===== src/rtl/vbus_presence_monitor.sv =====
module vbus_presence_monitor #(
  parameter int SYNC_STAGES = 2
) (
  input  logic clk,
  input  logic rst_n,
  input  logic sess_vld_async,
  input  logic full_vld_async,
  input  logic host_mode,
  input  logic ctrl_en,
  input  logic detach_req,
  input  logic irq_en,
  input  logic irq_set,
  input  logic irq_clr,
  output logic vbus_present,
  output logic vbus_chg_flag,
  output logic irq,
  output logic pad_active
);

  logic [SYNC_STAGES-1:0] sess_sh;
  logic [SYNC_STAGES-1:0] full_sh;
  logic sess_s;
  logic full_s;
  logic vbus_nxt;
  logic vbus_chg;

  always_ff @(posedge clk or negedge rst_n) begin
    if (!rst_n) begin
      sess_sh <= '0;
      full_sh <= '0;
    end else begin
      sess_sh <= {sess_sh[SYNC_STAGES-2:0], sess_vld_async};
      full_sh <= {full_sh[SYNC_STAGES-2:0], full_vld_async};
    end
  end

  assign sess_s = sess_sh[SYNC_STAGES-1];
  assign full_s = full_sh[SYNC_STAGES-1];

  always_comb begin
    if (!host_mode)   vbus_nxt = sess_s;
    else if (full_s)  vbus_nxt = 1'b1;
    else if (!sess_s) vbus_nxt = 1'b0;
    else              vbus_nxt = vbus_present;
  end

  assign vbus_chg = vbus_nxt ^ vbus_present;

  always_ff @(posedge clk or negedge rst_n) begin
    if (!rst_n) begin
      vbus_present  <= 1'b0;
      vbus_chg_flag <= 1'b0;
      pad_active    <= 1'b0;
    end else begin
      vbus_present <= vbus_nxt;
      if (vbus_chg || irq_set) vbus_chg_flag <= 1'b1;
      else if (irq_clr)        vbus_chg_flag <= 1'b0;
      pad_active <= ctrl_en && !detach_req;
    end
  end

  assign irq = vbus_chg_flag && irq_en;

endmodule


===== config.mk =====
export PLATFORM = sky130hd
export DESIGN_NAME = vbus_presence_monitor
export DESIGN_NICKNAME = d
export VERILOG_FILES = /design/src/rtl/vbus_presence_monitor.sv
export SDC_FILE = /design/constraint.sdc
export NUM_CORES = 1
export LEC_CHECK = 0
export BUFFER_PORTS_ARGS = -buffer_cell sky130_fd_sc_hd__buf_2
export CORE_AREA = 2 2 39 41
export CTS_BUF_LIST = sky130_fd_sc_hd__clkbuf_4 sky130_fd_sc_hd__clkbuf_8
export DETAILED_ROUTE_END_ITERATION = 10
export DIE_AREA = 0 0 41 43
export GPL_ROUTABILITY_DRIVEN = 1
export PLACE_DENSITY = 0.49
export RECOVER_POWER = 25
export SLEW_MARGIN = 5
export SYNTH_ARGS = -nofsm -noshare
export SYNTH_HDL_FRONTEND = slang
export SYNTH_SLANG_ARGS = --single-unit

===== constraint.sdc =====
create_clock -name clk -period 1.2 [get_ports clk]
set_input_delay 0.24 -clock clk [delete_from_list [all_inputs] [get_ports clk]]
set_output_delay 0.24 -clock clk [all_outputs]
set_load 0.005 [all_outputs]

==> reports/qor.json, run 1 <==
{
  "wl_um": 455,
  "starting_density_pct": 17.00,
  "gr-total-overflow": 0,
  "h_tree_lvls": 1,
  "worst_skew_pair.late_latency_ns": 0.25,
  "cts_hold_buffers": 1,
  "power.net_switching_uw": 112.4,
  "max_slew_margin_pct": 85.48,
  "cts-buffers-inserted": 3,
  "clock_power_share_pct": 43.5,
  "synth_seq_area_share_pct": 74.47,
  "placement_rows": 14,
  "cts_resized": 0,
  "kind_of_capture_point_of_the_worst_setup_path": "output port",
  "p_sw_share_pct": 20.86,
  "required_ns": 0.96,
  "grt_start_max_net_pins": 8,
  "clock_tree.buffer_depth": 2,
  "detailroute.via_count": 191,
  "powerDensity_nw_per_um2": 1496,
  "ios": 14,
  "comb_power_share_pct": 8.7,
  "floorplan.die_area_um2": 1763,
  "routed_via_density": 3.673,
  "layout_commonest_cell": "buf_2",
  "insertedDiodeCount": 0,
  "clock_skew_ns": 0.003742,
  "ir_worst_vdd_uv": 383.6,
  "groute.usage.overall_pct": 6.085,
  "synthesis.area_um2": 235.2,
  "timing.hold.worst.class": "primary input to flop",
  "cp.arrival_ns": 0.87,
  "synth_cells": 18,
  "antenna_violating_nets_post_route": 0,
  "setup_repair_after_global_routing_missed_its_margin": "false",
  "finalMaxSlewViolations": 0,
  "dr.pass1.iters": 4,
  "fin_tns_setup_ns": 0,
  "tritoncts": "done",
  "tightestPinTransition_ns": 0.2163,
  "commonest_cells_after_routing_fill_and_taps_aside": "buf_2, dfrtp_1, clkbuf_4",
  "cts-root-buf": "clkbuf_4",
  "initialDrtViolationCount": 2,
  "placed_instance_count": 47,
  "critical_setup_path_kind": "flop to output port",
  "drc_errors": 0,
  "p_int_uw": 426.7,
  "die-height_um": 43,
  "ys_ff_latch": 7,
  "grt-busiest-layer": "met4",
  "final.min_clock_period_ns": 1.111,
  "power.share.sequential_pct": 47.8,
  "first_global_vias": 164,
  "area_delta_synth_final_pct": 53.19,
  "drive_gt1_share_pct": 47.22,
  "worstPathMaxFanout": 3,
  "worstSetupStartpointType": "flop",
  "filler_cell_count": 154,
  "postSynthAreaPerCell_um2": 13.07,
  "gp_congestion": 0.5393,
  "fin_crit_sh_pct": 92.62,
  "cts_post_setup_buffers_inserted": 0,
  "global_route_wire_length_before_repair_um": 641,
  "grt_antenna_before_repair": 0,
  "area_of_the_placeable_core_um2": 1384,
  "count_of_distinct_cell_types_in_the_synthesized_netlist": 9,
  "setup_violations": 0,
  "outcome": "completed",
  "instances_no_fill": 52,
  "fp.dieW_um": 41,
  "maximum_clock_frequency_mhz": 899.8,
  "max_cap_viol_count": 0,
  "cts.reportedPaths.clkPinSlew_ns": 0.05,
  "gr-usage-met1_pct": 6.977,
  "p_leak_uw": 0.0001836,
  "numClockSinks": 7,
  "final_net_count": 47,
  "synthesis.yosys.warnings": 0,
  "drt-wirelength-per-cell_um": 8.750,
  "hold_viol": 0,
  "io_buffers": 13,
  "syn-num-nets": 28,
  "grtUsageMet2_pct": 7.500,
  "grt_util_met3_pct": 1.571
}
-- synthesized netlist by cell type --
| master | instances | area (um^2) |
|---|---|---|
| o21ai_0 | 1 | 5.000 |
| nor2b_1 | 2 | 12.51 |
| a21boi_0 | 1 | 7.510 |
| and2_1 | 1 | 6.260 |
| nand2_1 | 2 | 7.510 |
| dfrtp_1 | 7 | 175.2 |
| a311oi_1 | 1 | 8.760 |
| o21ai_1 | 1 | 5.000 |
| inv_1 | 2 | 7.510 |
-- power groups by stage --
stage | clock, uW | sequential, uW | combinational (uW)
after global routing | 259 | 259 | 55.4
after floorplan | 0 | 261 | 14.1
final | 235 | 258 | 46.7
after global placement | 0 | 261 | 44.6
after CTS | 246 | 258 | 47.5
after detailed placement | 0 | 262 | 45.0
-- metal layers --
metal  share of wire [%]  up-vias
met5                   0        -
met4                   0        0
met3                  16        0
met2                  40       14
met1                  44       84
li1                    -       93
-- cell type report --
| type | instances | area, um^2 | share of cell area (%) |
|---|---|---|---|
| Timing Repair Buffer | 14 | 75.07 | 20.83 |
| Tap cell | 16 | 20.02 | 5.556 |
| Sequential cell | 7 | 175.2 | 48.61 |
| Clock buffer | 4 | 30.03 | 8.333 |
| Inverter | 2 | 7.507 | 2.083 |
| Multi-Input combinational cell | 9 | 52.55 | 14.58 |
-- sequential cells by signal (all words and copies together) (netlist names) --
signal         count
pad_active         1
sess_sh            2
vbus_chg_flag      1
full_sh            2
vbus_present       1
-- worst max-delay path, stage by stage (launching register included) --
cell and delay [ns]:
dfrtp_1 0.37, and2_1 0.13, buf_2 0.12
-- final timing paths --
| path | from | to | slack [ns] | cells past startpoint |
|---|---|---|---|---|
| worst max register to register | vbus_chg_flag | vbus_chg_flag | 0.23 | 3 |
| min in group asynchronous | rst_n | sess_sh[0] | 0.35 | 2 |
| worst max-delay path | vbus_chg_flag | irq | 0.09 | 2 |
| max in group asynchronous | rst_n | full_sh[1] | 0.69 | 2 |
| worst min register to register | sess_sh[0] | sess_sh[1] | 0.35 | 0 |
| worst min-delay path | sess_vld_async | sess_sh[0] | 0.09 | 1 |
-- kinds of logic (layout without fill, tap and decap cells) --
group | count (synthesis) | in the layout | synth area share, %
flip-flops | 7 | 7 | 74.47
AND/OR/NAND/NOR | 5 | 5 | 11.17
AO/OA/AOI/OAI | 4 | 4 | 11.17
buffers and inverters | 2 | 20 | 3.193
-- stage by stage --
stage | cell area (um^2) | setup slack (ns) | power, uW | util (%) | hold slack, ns
after floorplan | 235.2 | 0.2786 | 275.3 | - | -0.05559
after global placement | 320.3 | 0.2713 | 305.6 | 23.15 | 0.07910
after global routing | 360.3 | 0.03731 | 573.6 | 26.04 | 0.09186
after CTS | 360.3 | 0.07838 | 550.8 | 26.04 | 0.08627
after detailed placement | 320.3 | 0.2277 | 306.5 | 23.15 | 0.08049
final | 360.3 | 0.08860 | 539.1 | 26.04 | 0.09272
Power figures use the tool's default switching activity.
==> run 2: changes to the inputs <==
--- a/config.mk
+++ b/config.mk
@@ -6,13 +6,16 @@
 export NUM_CORES = 1
 export LEC_CHECK = 0
 export BUFFER_PORTS_ARGS = -buffer_cell sky130_fd_sc_hd__buf_2
+export CELL_PAD_IN_SITES_DETAIL_PLACEMENT = 1
+export CELL_PAD_IN_SITES_GLOBAL_PLACEMENT = 1
 export CORE_AREA = 2 2 39 41
 export CTS_BUF_LIST = sky130_fd_sc_hd__clkbuf_4 sky130_fd_sc_hd__clkbuf_8
 export DETAILED_ROUTE_END_ITERATION = 10
 export DIE_AREA = 0 0 41 43
 export GPL_ROUTABILITY_DRIVEN = 1
-export PLACE_DENSITY = 0.49
+export PLACE_DENSITY = 0.59
 export RECOVER_POWER = 25
+export SKIP_CTS_REPAIR_TIMING = 1
 export SLEW_MARGIN = 5
 export SYNTH_ARGS = -nofsm -noshare
 export SYNTH_HDL_FRONTEND = slang
==> constraint.sdc (replaced) <==
create_clock -name clk -period 1.2 [get_ports clk]
set_input_delay 0.06 -clock clk [delete_from_list [all_inputs] [get_ports clk]]
set_output_delay 0.06 -clock clk [all_outputs]
set_load 0.005 [all_outputs]
==> reports/qor.json, run 2 (synthesis results as in run 1) <==
{
  "wl_um": 515,
  "fin_crit_sh_pct": 79.59,
  "setup_violations": 0,
  "timing.hold.worst.class": "primary input to flop",
  "gp_congestion": 0.5530,
  "cts-buffers-inserted": 3,
  "antenna_violating_nets_post_route": 0,
  "top_regs": "full_sh (2), sess_sh (2)",
  "maximum_clock_frequency_mhz": 1047,
  "area_delta_synth_final_pct": 65.43,
  "initialDrtViolationCount": 0,
  "required_ns": 1.33,
  "ir_worst_vdd_uv": 464.6,
  "tritoncts": "done",
  "starting_density_pct": 17.00,
  "tightestPinTransition_ns": 0.3849,
  "max_slew_margin_pct": 74.34,
  "grt_antenna_before_repair": 0,
  "floorplan.die_area_um2": 1763,
  "area_of_the_placeable_core_um2": 1384,
  "fin_worst_hold_slack_ns": 0.02315,
  "hold_viol": 0,
  "worst_skew_pair.late_latency_ns": 0.25,
  "numClockSinks": 7,
  "io_buffers": 13,
  "clock_skew_ns": 0.003283,
  "fp.dieW_um": 41,
  "setup_repair_after_global_routing_missed_its_margin": "false",
  "instances_no_fill": 55,
  "ios": 14,
  "drive_gt1_share_pct": 41.03,
  "placed_instance_count": 47,
  "cp.arrival_ns": 1.08,
  "critical_setup_path_kind": "flop to flop",
  "groute.usage.overall_pct": 7.273,
  "drc_errors": 0,
  "detailroute.via_count": 205,
  "insertedDiodeCount": 0,
  "global_route_wire_length_before_repair_um": 772,
  "final_net_count": 50,
  "worstPathMaxFanout": 3,
  "total_power_uw": 547.4,
  "routed_via_density": 3.727,
  "worstSetupStartpointType": "flop",
  "layout_commonest_cell": "buf_2",
  "max_cap_viol_count": 0,
  "grt_start_max_net_pins": 8,
  "first_global_vias": 190,
  "final.min_clock_period_ns": 0.9550,
  "cts.reportedPaths.clkPinSlew_ns": 0.05,
  "powerDensity_nw_per_um2": 1407,
  "finalMaxSlewViolations": 0,
  "layout.core_utilization_pct": 28.12,
  "gr-total-overflow": 0,
  "cts-root-buf": "clkbuf_4",
  "commonest_cells_after_routing_fill_and_taps_aside": "buf_2, dfrtp_1, clkbuf_4, dlygate4sd3_1",
  "drt-wirelength-per-cell_um": 9.364,
  "detailed_place_hpwl_um": 384.8,
  "fin_tns_setup_ns": 0,
  "clock_tree.buffer_depth": 2,
  "outcome": "completed",
  "p_leak_uw": 0.0001934,
  "placement_rows": 14,
  "die-height_um": 43,
  "kind_of_capture_point_of_the_worst_setup_path": "flop",
  "h_tree_lvls": 1,
  "dr.pass1.iters": 1
}
-- run 2: through the flow --
stage	worst slack, ns	cell area (um^2)
after floorplan	0.2786	235.2
after global placement	0.2685	320.3
after detailed placement	0.2406	320.3
after CTS	0.2317	350.3
after global routing	0.2058	389.1
final	0.2450	389.1
-- run 2: layer usage --
layer | track usage [%] | share of wire, % | vias up
met5 | 0 | 0 | -
met4 | 6.000 | 0 | 0
met3 | 4.712 | 14 | 0
met2 | 9.063 | 42 | 14
met1 | 8.197 | 44 | 92
li1 | - | - | 99
-- run 2: worst max-delay path: stages (launching register included) --
cell and delay (ns):
dfrtp_1 0.38, nor2b_1 0.13, a311oi_1 0.23, o21ai_1 0.10
-- run 2: area by class of cell --
class / instances / area, um^2
fillers: 163 / 994.7
flip-flops and latches: 7 / 175.2
repair buffers: 17 / 103.9
multi-input cells: 9 / 52.55
clock buffers: 4 / 30.03
well taps: 16 / 20.02
inverters: 2 / 7.507
-- run 2: path summary, 6_finish.rpt --
kind	from	to	slack, ns	cells past startpoint
max	vbus_chg_flag	vbus_chg_flag	0.24	3
min	irq_set	vbus_chg_flag	0.02	3
max reg2reg	vbus_chg_flag	vbus_chg_flag	0.24	3
min reg2reg	sess_sh[0]	sess_sh[1]	0.35	0
max in group asynchronous	rst_n	pad_active	0.69	2
min in group asynchronous	rst_n	full_sh[0]	0.24	2
-- run 2: power breakdown --
| part | internal (uW) | switching (uW) |
|---|---|---|
| clock network | 149 | 87.0 |
| logic | 32.6 | 21.0 |
| registers | 250 | 6.91 |
| total | 432 | 115 |
